$ cat src/rtl/dma2d_pkg.sv
// Shared definitions for the two-dimensional address generator.
// Assumes a 3-bit register select and a control word whose bits 4 and 5
// carry burst mode and direction.
package dma2d_pkg;

    typedef enum logic [2:0] {
        SEL_START  = 3'd0,
        SEL_XLEN   = 3'd1,
        SEL_YLEN   = 3'd2,
        SEL_STRIDE = 3'd3,
        SEL_CTRL   = 3'd4
    } cfg_sel_e;

    localparam int CTRL_BURST_BIT = 4;
    localparam int CTRL_DIR_BIT   = 5;

    typedef struct packed {
        logic dir;
        logic burst;
    } ctrl_t;

endpackage

$ cat src/rtl/dma2d_cfg.sv
// Configuration registers for one channel. Holds line length, line count,
// stride and control, and turns a start-address write into a launch pulse.
// Assumes DW >= AW and DW >= LW. Every write is dropped while busy is high,
// and a start is dropped while the line length is zero.
module dma2d_cfg
    import dma2d_pkg::*;
#(
    parameter int AW = 30,
    parameter int LW = 16,
    parameter int DW = 32
) (
    input  logic          clk,
    input  logic          rst_n,
    input  logic          wr,
    input  logic [2:0]    sel,
    input  logic [DW-1:0] wdata,
    input  logic          busy,
    output logic          go,
    output logic [AW-1:0] start_addr,
    output logic [LW-1:0] xlen,
    output logic [LW-1:0] ylen,
    output logic [LW-1:0] stride,
    output ctrl_t         ctrl
);

    logic wr_ok;

    // Writes are accepted only between walks.
    assign wr_ok = wr && !busy;

    // Launch on a start write, provided a line length is present.
    always_comb begin
        go         = wr_ok && (sel == SEL_START) && (xlen != '0);
        start_addr = wdata[AW-1:0];
    end

    // Parameter registers, loaded by select.
    always_ff @(posedge clk) begin
        if (!rst_n) begin
            xlen   <= '0;
            ylen   <= '0;
            stride <= '0;
            ctrl   <= '0;
        end else if (wr_ok) begin
            case (sel)
                SEL_XLEN:   xlen   <= wdata[LW-1:0];
                SEL_YLEN:   ylen   <= wdata[LW-1:0];
                SEL_STRIDE: stride <= wdata[LW-1:0];
                SEL_CTRL: begin
                    ctrl.dir   <= wdata[CTRL_DIR_BIT];
                    ctrl.burst <= wdata[CTRL_BURST_BIT];
                end
                default: ;
            endcase
        end
    end

    // the parameter registers do not move during a walk.
    a_r9_regs_frozen: assert property (@(posedge clk) disable iff (!rst_n)
        busy |=> ($stable(xlen) && $stable(ylen) && $stable(stride)));

endmodule

$ cat src/rtl/dma2d_walk.sv
// Address walker. Steps through the words of a line, jumps by the stride
// at each line end, and pulses done after the last word of the last line.
// Assumes the parameters stay steady while busy. Addresses wrap modulo 2^AW.
module dma2d_walk #(
    parameter int AW = 30,
    parameter int LW = 16
) (
    input  logic          clk,
    input  logic          rst_n,
    input  logic          go,
    input  logic [AW-1:0] start_addr,
    input  logic [LW-1:0] xlen,
    input  logic [LW-1:0] ylen,
    input  logic [LW-1:0] stride,
    input  logic          stop,
    input  logic          ready,
    output logic          valid,
    output logic          busy,
    output logic          done,
    output logic [AW-1:0] addr
);

    localparam logic [LW-1:0] ONE_L = LW'(1);
    localparam logic [AW-1:0] ONE_A = AW'(1);

    logic [AW-1:0] line_base;
    logic [AW-1:0] next_base;
    logic [LW-1:0] xcnt;
    logic [LW-1:0] ycnt;
    logic          accept;
    logic          line_end;
    logic          last_line;

    // Request and step decisions for the current cycle.
    always_comb begin
        valid     = busy && !stop;
        accept    = valid && ready;
        line_end  = (xcnt + ONE_L) == xlen;
        last_line = ycnt == ylen;
        next_base = line_base + AW'(stride);
    end

    // Walk state: counters, line base, live address and completion strobe.
    always_ff @(posedge clk) begin
        if (!rst_n) begin
            busy      <= 1'b0;
            done      <= 1'b0;
            addr      <= '0;
            line_base <= '0;
            xcnt      <= '0;
            ycnt      <= '0;
        end else begin
            done <= 1'b0;
            if (go) begin
                busy      <= 1'b1;
                addr      <= start_addr;
                line_base <= start_addr;
                xcnt      <= '0;
                ycnt      <= '0;
            end else if (busy && stop) begin
                busy <= 1'b0;
            end else if (accept) begin
                if (!line_end) begin
                    xcnt <= xcnt + ONE_L;
                    addr <= addr + ONE_A;
                end else if (!last_line) begin
                    xcnt      <= '0;
                    ycnt      <= ycnt + ONE_L;
                    line_base <= next_base;
                    addr      <= next_base;
                end else begin
                    busy <= 1'b0;
                    done <= 1'b1;
                    addr <= addr + ONE_A;
                end
            end
        end
    end

    // inside a line an accepted word moves the address by one.
    a_r3_word_step: assert property (@(posedge clk) disable iff (!rst_n)
        (accept && !line_end) |=> (addr == $past(addr) + ONE_A));

    // a waiting request keeps its address.
    a_r3_addr_hold: assert property (@(posedge clk) disable iff (!rst_n)
        (valid && !ready) |=> $stable(addr));

    // a launch presents the written start address.
    a_r2_launch: assert property (@(posedge clk) disable iff (!rst_n)
        go |=> (busy && addr == $past(start_addr)));

    // the completion strobe lasts one cycle and finds the engine idle.
    a_r6_done_pulse: assert property (@(posedge clk) disable iff (!rst_n)
        done |-> (!busy ##1 !done));

    // stop ends the walk without completion.
    a_r7_stop_abort: assert property (@(posedge clk) disable iff (!rst_n)
        (busy && stop && !go) |=> (!busy && !done && $stable(addr)));

endmodule

$ cat src/rtl/dma2d_agen.sv
// Top of the two-dimensional DMA address generator: configuration
// registers feeding the walker. Assumes 4-byte words throughout. The
// address output doubles as the software readback of the live position.
module dma2d_agen
    import dma2d_pkg::*;
#(
    parameter int AW = 30,
    parameter int LW = 16
) (
    input  logic          clk,
    input  logic          rst_n,
    input  logic          cfg_wr,
    input  logic [2:0]    cfg_sel,
    input  logic [31:0]   cfg_wdata,
    input  logic          stop,
    input  logic          req_ready,
    output logic          req_valid,
    output logic [AW-1:0] req_addr,
    output logic          req_dir,
    output logic          req_burst,
    output logic          busy,
    output logic          done
);

    localparam int DW = 32;

    logic          go;
    logic [AW-1:0] start_addr;
    logic [LW-1:0] xlen;
    logic [LW-1:0] ylen;
    logic [LW-1:0] stride;
    ctrl_t         ctrl;

    dma2d_cfg #(.AW(AW), .LW(LW), .DW(DW)) u_cfg (
        .clk        (clk),
        .rst_n      (rst_n),
        .wr         (cfg_wr),
        .sel        (cfg_sel),
        .wdata      (cfg_wdata),
        .busy       (busy),
        .go         (go),
        .start_addr (start_addr),
        .xlen       (xlen),
        .ylen       (ylen),
        .stride     (stride),
        .ctrl       (ctrl)
    );

    dma2d_walk #(.AW(AW), .LW(LW)) u_walk (
        .clk        (clk),
        .rst_n      (rst_n),
        .go         (go),
        .start_addr (start_addr),
        .xlen       (xlen),
        .ylen       (ylen),
        .stride     (stride),
        .stop       (stop),
        .ready      (req_ready),
        .valid      (req_valid),
        .busy       (busy),
        .done       (done),
        .addr       (req_addr)
    );

    // Direction and burst qualifiers follow the control register.
    always_comb begin
        req_dir   = ctrl.dir;
        req_burst = ctrl.burst;
    end

    // a start with no line length leaves the engine idle.
    a_r8_zero_len: assert property (@(posedge clk) disable iff (!rst_n)
        (cfg_wr && cfg_sel == SEL_START && !busy && xlen == '0) |=> !busy);

    // direction and burst stay put for a whole walk.
    a_r10_ctrl_steady: assert property (@(posedge clk) disable iff (!rst_n)
        (busy && $past(busy)) |-> ($stable(req_dir) && $stable(req_burst)));

endmodule

$ cat config.mk
export PLATFORM = sky130hd
export DESIGN_NAME = dma2d_agen
export DESIGN_NICKNAME = d
export VERILOG_FILES = /design/src/rtl/dma2d_pkg.sv /design/src/rtl/dma2d_cfg.sv /design/src/rtl/dma2d_walk.sv /design/src/rtl/dma2d_agen.sv
export SDC_FILE = /design/constraint.sdc
export NUM_CORES = 1
export LEC_CHECK = 0
export BUFFER_PORTS_ARGS = -buffer_cell sky130_fd_sc_hd__buf_2
export CAP_MARGIN = 15
export CORE_ASPECT_RATIO = 1.25
export CORE_MARGIN = 2
export CORE_UTILIZATION = 50
export CTS_BUF_LIST = sky130_fd_sc_hd__clkbuf_4
export CTS_CLUSTER_SIZE = 8
export DETAILED_ROUTE_END_ITERATION = 6
export PLACE_DENSITY_LB_ADDON = 0.25
export SLEW_MARGIN = 20
export SYNTH_ARGS = -nofsm -noshare
export SYNTH_HDL_FRONTEND = slang
export SYNTH_SLANG_ARGS = --single-unit
$ cat constraint.sdc
create_clock -name clk -period 4.4 [get_ports clk]
set_clock_uncertainty 0.2 [all_clocks]
set_input_delay 1.32 -clock clk [delete_from_list [all_inputs] [get_ports clk]]
set_output_delay 1.32 -clock clk [all_outputs]
set_load 0.05 [all_outputs]
==> impl_metrics.env, run 1 <==
export IMPL_status="complete, no violations"
export IMPL_hpwlAfterDp_um=16600
export IMPL_drt_iter0_drc=636
export IMPL_synth_avg_cell_area_sq_um=7.76
export IMPL_clock_latency_ns=0.57
export IMPL_final_common_cell="nand2_1"
export IMPL_cts_tree="yes"
export IMPL_yosysTopAreaCell="dfxtp_1"
export IMPL_die_h_um=147
export IMPL_final_area_sq_mm=0.00906
export IMPL_drc_errors=0
export IMPL_layout_common_cells="nand2_1 (186), dfxtp_1 (144), a21oi_1 (102)"
export IMPL_slew_viol_final=0
export IMPL_syn_inst=1054
export IMPL_ys_types=65
export IMPL_viasPerCell=6.02
export IMPL_crit_type="reg2reg"
export IMPL_required_ns=4.70
export IMPL_hold_start="u_walk.line_base[8]"
export IMPL_grt_pass1_wl_um=38200
export IMPL_synth_nets=1114
export IMPL_rows=52
export IMPL_drive_gt1_share_pct=12.5
export IMPL_antenna_left=0
export IMPL_maxCapViolCount=0
export IMPL_stdcell_count=1336
export IMPL_crit_path_start_kind="register"
export IMPL_arrival_ns=4.30
export IMPL_worstSetupEndpointType="register"
export IMPL_cts_root_buf="clkbuf_4"
export IMPL_die_w_um=118
export IMPL_wl_per_cell_um=17.4
export IMPL_worstPathMaxFanout=9
export IMPL_start_util_pct=50.7
export IMPL_post_cts_setup_buffer_count=0
export IMPL_startpoint="u_walk.xcnt[0]"
export IMPL_dpl_instance_area_sq_mm=0.00876
export IMPL_ys_top_cells_by_area="dfxtp_1 (35%), nand2_1 (8.5%), a21oi_1 (6.2%)"
export IMPL_rr_startpoint="u_walk.xcnt[0]"
export IMPL_drt_total_wl_um=23300
export IMPL_synth_top_area_share_pct=35.3
export IMPL_setup_violations=0
export IMPL_ys_ff_latch=144
export IMPL_max_freq_ghz=0.250
export IMPL_cts_buffer_depth=2
export IMPL_layout_nets=1166
export IMPL_ys_seq_area_share_pct=35.3
export IMPL_firstDrtPassIters=5
export IMPL_grt_pass1_vias=7525
export IMPL_synthArstFlopShare_pct=0
export IMPL_die_area_sq_mm=0.0174
export IMPL_hold_viol=0
export IMPL_path_clk_slew_ns=0.12
export IMPL_final_min_clock_period_ns=4.00
export IMPL_port_buffers=72
export IMPL_synth_edf_count=0
export IMPL_irDropWorstVdd_mv=0.156
export IMPL_relSlewSlack_pct=39.9
export IMPL_hold_class="reg2reg"
export IMPL_antenna_found_initial=1
export IMPL_dp_cells=1303
export IMPL_io_pins=75
export IMPL_core_sq_mm=0.0161
export IMPL_numCtsBuffers=17
export IMPL_leakagePower_nw=3.38
export IMPL_ys_flop_type="dfxtp_1"
export IMPL_cts_sinks=144
export IMPL_fin_crit_sh_pct=90.8
export IMPL_worstMarginPinSlew_ns=0.898
export IMPL_grt_max_degree=60
export IMPL_rsz0062_at_grt="no"
export IMPL_overflow=0
export IMPL_cts_max_level=4
export IMPL_fin_util_pct=56.2
export IMPL_cts_hold_buf=0
export IMPL_power_density_mw_per_mm2=269
export IMPL_syn_to_final_growth_pct=10.8
export IMPL_vias=8044
export IMPL_finalSetupTns_ns=0
export IMPL_track_usage_pct=27.2
export IMPL_synth_area_sq_mm=0.00818
export IMPL_cts_resized=0
export IMPL_gp_congestion=0.924
export IMPL_yosys_warnings=0
==> kinds of logic (layout without fill, tap and decap cells) <==
kind of cell / Yosys count / after routing / synth area share (%)
AOI/OAI and AO/OA: 270 / 270 / 20.3
xor gates and xnor gates: 91 / 91 / 9.75
adders and majority gates: 20 / 20 / 3.15
buffers and inverters: 72 / 137 / 3.50
DFF: 144 / 144 / 35.3
muxes: 6 / 6 / 0.750
other: 0 / 1 / 0
and+or+nand+nor: 451 / 451 / 27.3
==> Yosys cell counts (all sizes together) (10+ instances only) <==
master,n
nand3,46
a31oi,28
xor2,38
nor3,26
a21oi,102
nor2,63
nand4,17
ha,19
inv,14
and2,10
nor4,18
o21ai,47
a311oi,12
and4,12
nand2,187
and3,22
clkbuf,49
xnor2,53
a22oi,26
dfxtp,144
==> metal layers <==
layer	global-route usage, %	part of all wire [%]	up-vias
li1	-	-	3918
met2	45.1	47	285
met4	9.40	2.2	0
met1	36.1	45	3803
met3	4.19	6.2	38
met5	0	0	-
==> cell type report <==
| cell class | count | area, sq um |
|---|---|---|
| Antenna cell | 1 | 2.50 |
| Clock inverter | 13 | 144 |
| Clock buffer | 19 | 143 |
| Timing Repair Buffer | 91 | 541 |
| Inverter | 14 | 52.6 |
| Sequential cell | 144 | 2880 |
| Multi-Input combinational cell | 838 | 5030 |
| Tap cell | 216 | 270 |
| Fill cell | 1616 | 7070 |
==> flip-flops by register name (all words and copies together) (netlist names) <==
| signal | cells |
|---|---|
| u_walk.addr | 30 |
| u_walk.line_base | 30 |
| u_cfg.stride | 16 |
| u_cfg.xlen | 16 |
| u_cfg.ylen | 16 |
| u_walk.xcnt | 16 |
| u_walk.ycnt | 16 |
| u_cfg.ctrl | 2 |
| u_walk.busy | 1 |
| u_walk.done | 1 |
==> critical path, stage by stage (launching register included) <==
cell	delay, ns
dfxtp_1	0.49
ha_1	0.29
nand3_1	0.34
nor3_1	0.46
xnor2_1	0.18
nor4_1	0.70
and4_1	0.53
nand2_4	0.10
or4_1	0.47
a31oi_1	0.16
==> final timing paths <==
check / end / slack (ns) / cells after the start
worst max-delay path: u_walk.line_base[23] / 0.40 / 9
worst min-delay path: u_walk.line_base[8] / 0.27 / 2
worst max register to register: u_walk.line_base[23] / 0.40 / 9
worst min register to register: u_walk.line_base[8] / 0.27 / 2
==> per-stage QoR <==
step	total power (W)	hold WS (ns)	setup slack, ns
3_3_place_gp	0.00156	0.245	0.561
5_1_grt	0.00251	0.287	0.207
2_1_floorplan	0.00148	0.236	0.235
4_1_cts	0.00244	0.269	0.584
3_5_place_dp	0.00157	0.253	0.623
6_report	0.00243	0.267	0.404
==> report_power, final <==
group | total [W] | leakage (nW) | internal [W] | switching (W)
sequential | 0.00134 | 1.16 | 0.00132 | 0.0000182
clock | 0.000894 | 0.161 | 0.000398 | 0.000496
combinational | 0.000199 | 2.06 | 0.0000658 | 0.000134
Power figures use the tool's default switching activity.
==> inputs of run 2 (changes only) <==
--- a/config.mk
+++ b/config.mk
@@ -7,7 +7,6 @@
 export LEC_CHECK = 0
 export BUFFER_PORTS_ARGS = -buffer_cell sky130_fd_sc_hd__buf_2
 export CAP_MARGIN = 15
-export CORE_ASPECT_RATIO = 1.25
 export CORE_MARGIN = 2
 export CORE_UTILIZATION = 50
 export CTS_BUF_LIST = sky130_fd_sc_hd__clkbuf_4
==> run 2 against run 1 <==
- highest routed layer unchanged
- count of clock-buffer cells in the layout decreased by 2
- critical endpoint is now u_walk.addr[12]
- critical path type unchanged
- core utilization increased by 0.49 points
- non-clock buffer count decreased by 2
- first-iteration DRC count increased by 12%
- sequential power about the same
- setup slack improved by 0.036 ns
==> impl_metrics.env, run 2 (synthesized netlist as in run 1, its figures left out) <==
export IMPL_worstPathMaxFanout=9
export IMPL_irDropWorstVdd_mv=0.200
export IMPL_finalSetupTns_ns=0
export IMPL_die_h_um=132
export IMPL_cts_buffer_depth=2
export IMPL_vias=7928
export IMPL_leakagePower_nw=3.35
export IMPL_intPower_w=0.00178
export IMPL_clkPwrFrac_pct=36.9
export IMPL_startpoint="u_walk.xcnt[0]"
export IMPL_dp_cells=1301
export IMPL_cts_root_buf="clkbuf_4"
export IMPL_min_path_cells=2
export IMPL_reg2reg_depth=9
export IMPL_layout_nets=1164
export IMPL_required_ns=4.68
export IMPL_fin_crit_sh_pct=90.0
export IMPL_power_density_mw_per_mm2=270
export IMPL_cts_hold_buf=0
export IMPL_final_common_cell="nand2_1"
export IMPL_die_w_um=132
export IMPL_grt_pass1_wl_um=36400
export IMPL_hold_class="reg2reg"
export IMPL_crit_type="reg2reg"
export IMPL_reg2reg_to="u_walk.addr[12]"
export IMPL_drc_errors=0
export IMPL_drt_total_wl_um=22700
export IMPL_switching_share_pct=27.1
export IMPL_path_clk_slew_ns=0.12
export IMPL_power_net_switching_w=0.000659
export IMPL_cts_max_level=4
export IMPL_power_frac_seq_pct=55.1
export IMPL_io_pins=75
export IMPL_core_sq_mm=0.0159
export IMPL_arrival_ns=4.24
export IMPL_firstDrtPassIters=7
export IMPL_drt_iter0_drc=712
export IMPL_slew_viol_final=0
export IMPL_stdcell_count=1331
export IMPL_maxCapViolCount=0
export IMPL_hold_start="u_walk.line_base[0]"
export IMPL_track_usage_pct=25.7
export IMPL_grt_pass1_vias=7133
export IMPL_post_cts_setup_buffer_count=0
export IMPL_status="complete, no violations"
export IMPL_rrSetupSlack_ns=0.44
export IMPL_die_area_sq_mm=0.0174
export IMPL_antenna_left=0
export IMPL_worstSetupEndpointType="register"
export IMPL_port_buffers=72
export IMPL_max_freq_ghz=0.253
export IMPL_setup_violations=0
export IMPL_gp_congestion=0.914
export IMPL_crit_path_start_kind="register"
export IMPL_worstMarginPinSlew_ns=0.888
export IMPL_top_regs="u_walk.addr: 30 flops, u_walk.line_base: 30 flops"
export IMPL_overflow=0
export IMPL_final_min_clock_period_ns=3.96
export IMPL_cts_resized=0
export IMPL_syn_to_final_growth_pct=10.4
export IMPL_min_to="u_walk.line_base[0]"
export IMPL_comb_power_share_pct=8.1
export IMPL_grt_max_degree=84
export IMPL_rr_startpoint="u_walk.xcnt[0]"
export IMPL_cts_tree="yes"
export IMPL_start_util_pct=51.3
export IMPL_rows=46
export IMPL_wl_per_cell_um=17.1
export IMPL_clock_latency_ns=0.55
export IMPL_relSlewSlack_pct=40.0
export IMPL_num_antenna_cells=0
export IMPL_antenna_found_initial=0
export IMPL_cts_sinks=144
export IMPL_drive_gt1_share_pct=12.4
export IMPL_numCtsBuffers=17
export IMPL_hold_viol=0
export IMPL_rsz0062_at_grt="no"
export IMPL_layout_common_cells="nand2_1 (186), dfxtp_1 (144), a21oi_1 (102)"
export IMPL_hpwlAfterDp_um=16200
export IMPL_viasPerCell=5.96
==> run 2: cell types whose count changed in the layout (fill, tap and decap cells not counted) <==
cell and change:
diode_2 -1, clkinv_1 -1, inv_8 +1, nor4_1 -1
clkinvlp_4 +4, clkbuf_4 -2, clkinv_4 +1, buf_12 -2
clkinv_2 -5, nor4_2 +1
==> run 2: cell type report <==
class / count / area, sq um
clock buffers: 17 / 128
clock inverters: 13 / 165
fillers: 1532 / 6910
inverters: 14 / 52.6
multi-input cells: 838 / 5030
flip-flops and latches: 144 / 2880
well taps: 216 / 270
repair buffers: 89 / 500
==> run 2: layer usage <==
metal  track usage [%]  share of wire [%]
met3              5.38                6.2
met2              40.1                 45
met4              8.21                2.6
met1              35.6                 46
met5                 0                  0
==> run 2: how the worst max path moves through the flow <==
stage / endpoint / cells past startpoint
after detailed placement: u_walk.addr[14] / 9
after floorplan: u_walk.ycnt[15] / 7
after global routing: u_walk.addr[14] / 9
after global placement: u_walk.addr[14] / 9
final: u_walk.addr[12] / 9
after CTS: u_walk.addr[14] / 9
==> run 2: power by group through the flow <==
stage	Clock (W)	Combinational (W)	Sequential, W
after floorplan	0	0.000103	0.00138
after global placement	0	0.000190	0.00137
after detailed placement	0	0.000191	0.00137
after CTS	0.000913	0.000192	0.00134
after global routing	0.000968	0.000212	0.00134
final	0.000898	0.000196	0.00134
==> run 2: critical path, cell delays in order (launching register included) <==
cell     delay, ns
dfxtp_1       0.40
ha_1          0.29
nand3_1       0.31
nor2_1        0.14
or4_1         0.54
a31oi_1       0.60
nand3_1       0.32
nor3_2        0.68
a22oi_1       0.24
a31oi_1       0.18
==> run 2: metrics by stage <==
step	worst slack, ns	util (%)	power, W	hold WS, ns	area, sq um
after global routing	0.143	56.6	0.00252	0.288	9030
after detailed placement	0.552	54.7	0.00156	0.249	8720
after global placement	0.646	54.7	0.00156	0.246	8720
after floorplan	0.235	-	0.00148	0.236	8180
after CTS	0.515	56.5	0.00245	0.266	9010
final	0.440	56.6	0.00244	0.265	9030
==> inputs of run 3 (changes only) <==
==> constraint.sdc (replaced) <==
create_clock -name clk -period 3.9 [get_ports clk]
set_clock_uncertainty 0.2 [all_clocks]
set_input_delay 1.17 -clock clk [delete_from_list [all_inputs] [get_ports clk]]
set_output_delay 1.17 -clock clk [all_outputs]
set_load 0.05 [all_outputs]
==> run 3 against run 2 <==
- highest routed layer unchanged
- cell count is 0.98% higher
- clock power is 14% higher
- critical endpoint is now u_walk.line_base[23]
- flip-flop and latch count stayed put
- via count is 1.5% higher
- fmax is 11% higher
- register-to-register slack worse by 0.12 ns
- design area is 0.94% higher
==> impl_metrics.env, run 3 (synthesized netlist as in run 1, its figures left out) <==
export IMPL_start_util_pct=51.3
export IMPL_die_area_sq_mm=0.0174
export IMPL_overflow=0
export IMPL_port_buffers=72
export IMPL_fin_crit_sh_pct=91.9
export IMPL_hold_class="reg2reg"
export IMPL_slowest_delay_ns=0.53
export IMPL_comb_power_share_pct=8.2
export IMPL_track_usage_pct=27.6
export IMPL_slew_viol_final=0
export IMPL_hold_ws_ns=0.269
export IMPL_io_pins=75
export IMPL_cts_tree="yes"
export IMPL_setup_violations=0
export IMPL_cts_buffer_depth=2
export IMPL_power_net_switching_w=0.000743
export IMPL_power_frac_seq_pct=54.9
export IMPL_path_cells="ha_1 > nand3_1 > nor3_1 > xnor2_1 > nor4_2 > and4_1 > nand2_4 > or4_1 > a31oi_1"
export IMPL_grt_pass1_wl_um=38500
export IMPL_final_min_clock_period_ns=3.58
export IMPL_hold_viol=0
export IMPL_clock_latency_ns=0.60
export IMPL_fin_util_pct=57.2
export IMPL_clkPwrFrac_pct=36.9
export IMPL_top_regs="u_walk.addr: 30 flops, u_walk.line_base: 30 flops"
export IMPL_rows=46
export IMPL_path_delay_family="simple AND/OR/NAND/NOR gates"
export IMPL_syn_to_final_growth_pct=11.5
export IMPL_final_common_cell="nand2_1"
export IMPL_layout_common_cells="nand2_1 (186), dfxtp_1 (144), a21oi_1 (102)"
export IMPL_power_density_mw_per_mm2=302
export IMPL_drive_gt1_share_pct=13.3
export IMPL_numCtsBuffers=17
export IMPL_rr_startpoint="u_walk.xcnt[1]"
export IMPL_die_h_um=132
export IMPL_gp_congestion=0.942
export IMPL_worstMarginPinSlew_ns=0.733
export IMPL_cts_sinks=144
export IMPL_drc_errors=0
export IMPL_post_cts_setup_buffer_count=0
export IMPL_rsz0062_at_grt="no"
export IMPL_drt_total_wl_um=23800
export IMPL_viasPerCell=5.99
export IMPL_status="complete, no violations"
export IMPL_antenna_found_initial=1
export IMPL_max_freq_ghz=0.279
export IMPL_worstSetupEndpointType="register"
export IMPL_wl_per_cell_um=17.7
export IMPL_intPower_w=0.00201
export IMPL_hpwlAfterDp_um=16900
export IMPL_relSlewSlack_pct=51.1
export IMPL_firstDrtPassIters=6
export IMPL_die_w_um=132
export IMPL_hold_start="u_cfg.stride[0]"
export IMPL_maxCapViolCount=0
export IMPL_core_sq_mm=0.0159
export IMPL_antenna_left=0
export IMPL_crit_path_start_kind="register"
export IMPL_cts_root_buf="clkbuf_4"
export IMPL_arrival_ns=3.91
export IMPL_leakagePower_nw=3.41
export IMPL_irDropWorstVdd_mv=0.196
export IMPL_grt_max_degree=47
export IMPL_layout_nets=1174
export IMPL_crit_type="reg2reg"
export IMPL_switching_share_pct=26.9
export IMPL_startpoint="u_walk.xcnt[1]"
export IMPL_drt_iter0_drc=760
export IMPL_vias=8046
export IMPL_cts_max_level=4
export IMPL_grt_pass1_vias=7212
export IMPL_path_clk_slew_ns=0.13
export IMPL_crit_buf_inv=0
export IMPL_finalSetupTns_ns=0
export IMPL_slowest_stage="nor4_2"
export IMPL_required_ns=4.23
export IMPL_worstPathMaxFanout=9
run 3: cell count changes in the layout (fill, tap and decap cells not counted), sizes merged:
| cell | previous run | this run |
|---|---|---|
| buf | 89 | 99 |
| clkbuf | 17 | 19 |
| clkinv | 3 | 7 |
| clkinvlp | 5 | 2 |
| diode | 0 | 2 |
| inv | 16 | 14 |
run 3: layout make-up:
type | count | area (sq um)
well taps | 216 | 270
diodes | 2 | 5.00
clock buffers | 19 | 143
flip-flops and latches | 144 | 2880
inverters | 14 | 52.6
multi-input cells | 838 | 5040
fillers | 1523 | 6830
repair buffers | 99 | 576
clock inverters | 12 | 144
run 3: path summary, 6_finish.rpt:
path | slack, ns | end | cells after the start
worst max-delay path | 0.32 | u_walk.line_base[23] | 9
worst min-delay path | 0.27 | u_cfg.stride[0] | 2
worst max register to register | 0.32 | u_walk.line_base[23] | 9
worst min register to register | 0.27 | u_cfg.stride[0] | 2
run 3: stage by stage:
| stage | setup slack (ns) | total power [W] | cells | area [sq um] |
|---|---|---|---|---|
| floorplan | 0.265 | 0.00167 | 1054 | 8180 |
| global placement | 0.249 | 0.00176 | 1311 | 8800 |
| detailed placement | 0.138 | 0.00177 | 1311 | 8800 |
| CTS | 0.136 | 0.00276 | 1342 | 9090 |
| global route | 0.00745 | 0.00286 | 1343 | 9110 |
| finish | 0.317 | 0.00276 | 1344 | 9120 |
run 3: power groups by stage:
stage / Clock, W / Sequential (W) / Combinational [W]
2_1_floorplan: 0 / 0.00156 / 0.000117
3_3_place_gp: 0 / 0.00155 / 0.000218
3_5_place_dp: 0 / 0.00155 / 0.000221
4_1_cts: 0.00103 / 0.00151 / 0.000222
5_1_grt: 0.00109 / 0.00152 / 0.000244
6_report: 0.00102 / 0.00151 / 0.000225
run 3: worst min-delay path, stage by stage, from the launching register on:
cell and delay (ns):
dfxtp_1 0.33, nand2_1 0.05, a21oi_1 0.05
run 3: routing by layer:
| metal | wire [um] | GRT usage (%) | part of all wire [%] | vias up |
|---|---|---|---|---|
| met1 | 10800 | 38.5 | 45 | 3793 |
| li1 | - | - | - | 3949 |
| met4 | 468 | 9.90 | 2.0 | 0 |
| met3 | 1550 | 4.73 | 6.5 | 41 |
| met2 | 11000 | 43.1 | 46 | 263 |
| met5 | 0 | 0 | 0 | - |
run 3: timing repair:
item                       in CTS  in global routing
gates resized for setup         0                  3
hold buffers                    0                  0
hold endpoints to repair        0                  0
setup endpoints to repair       0                 24
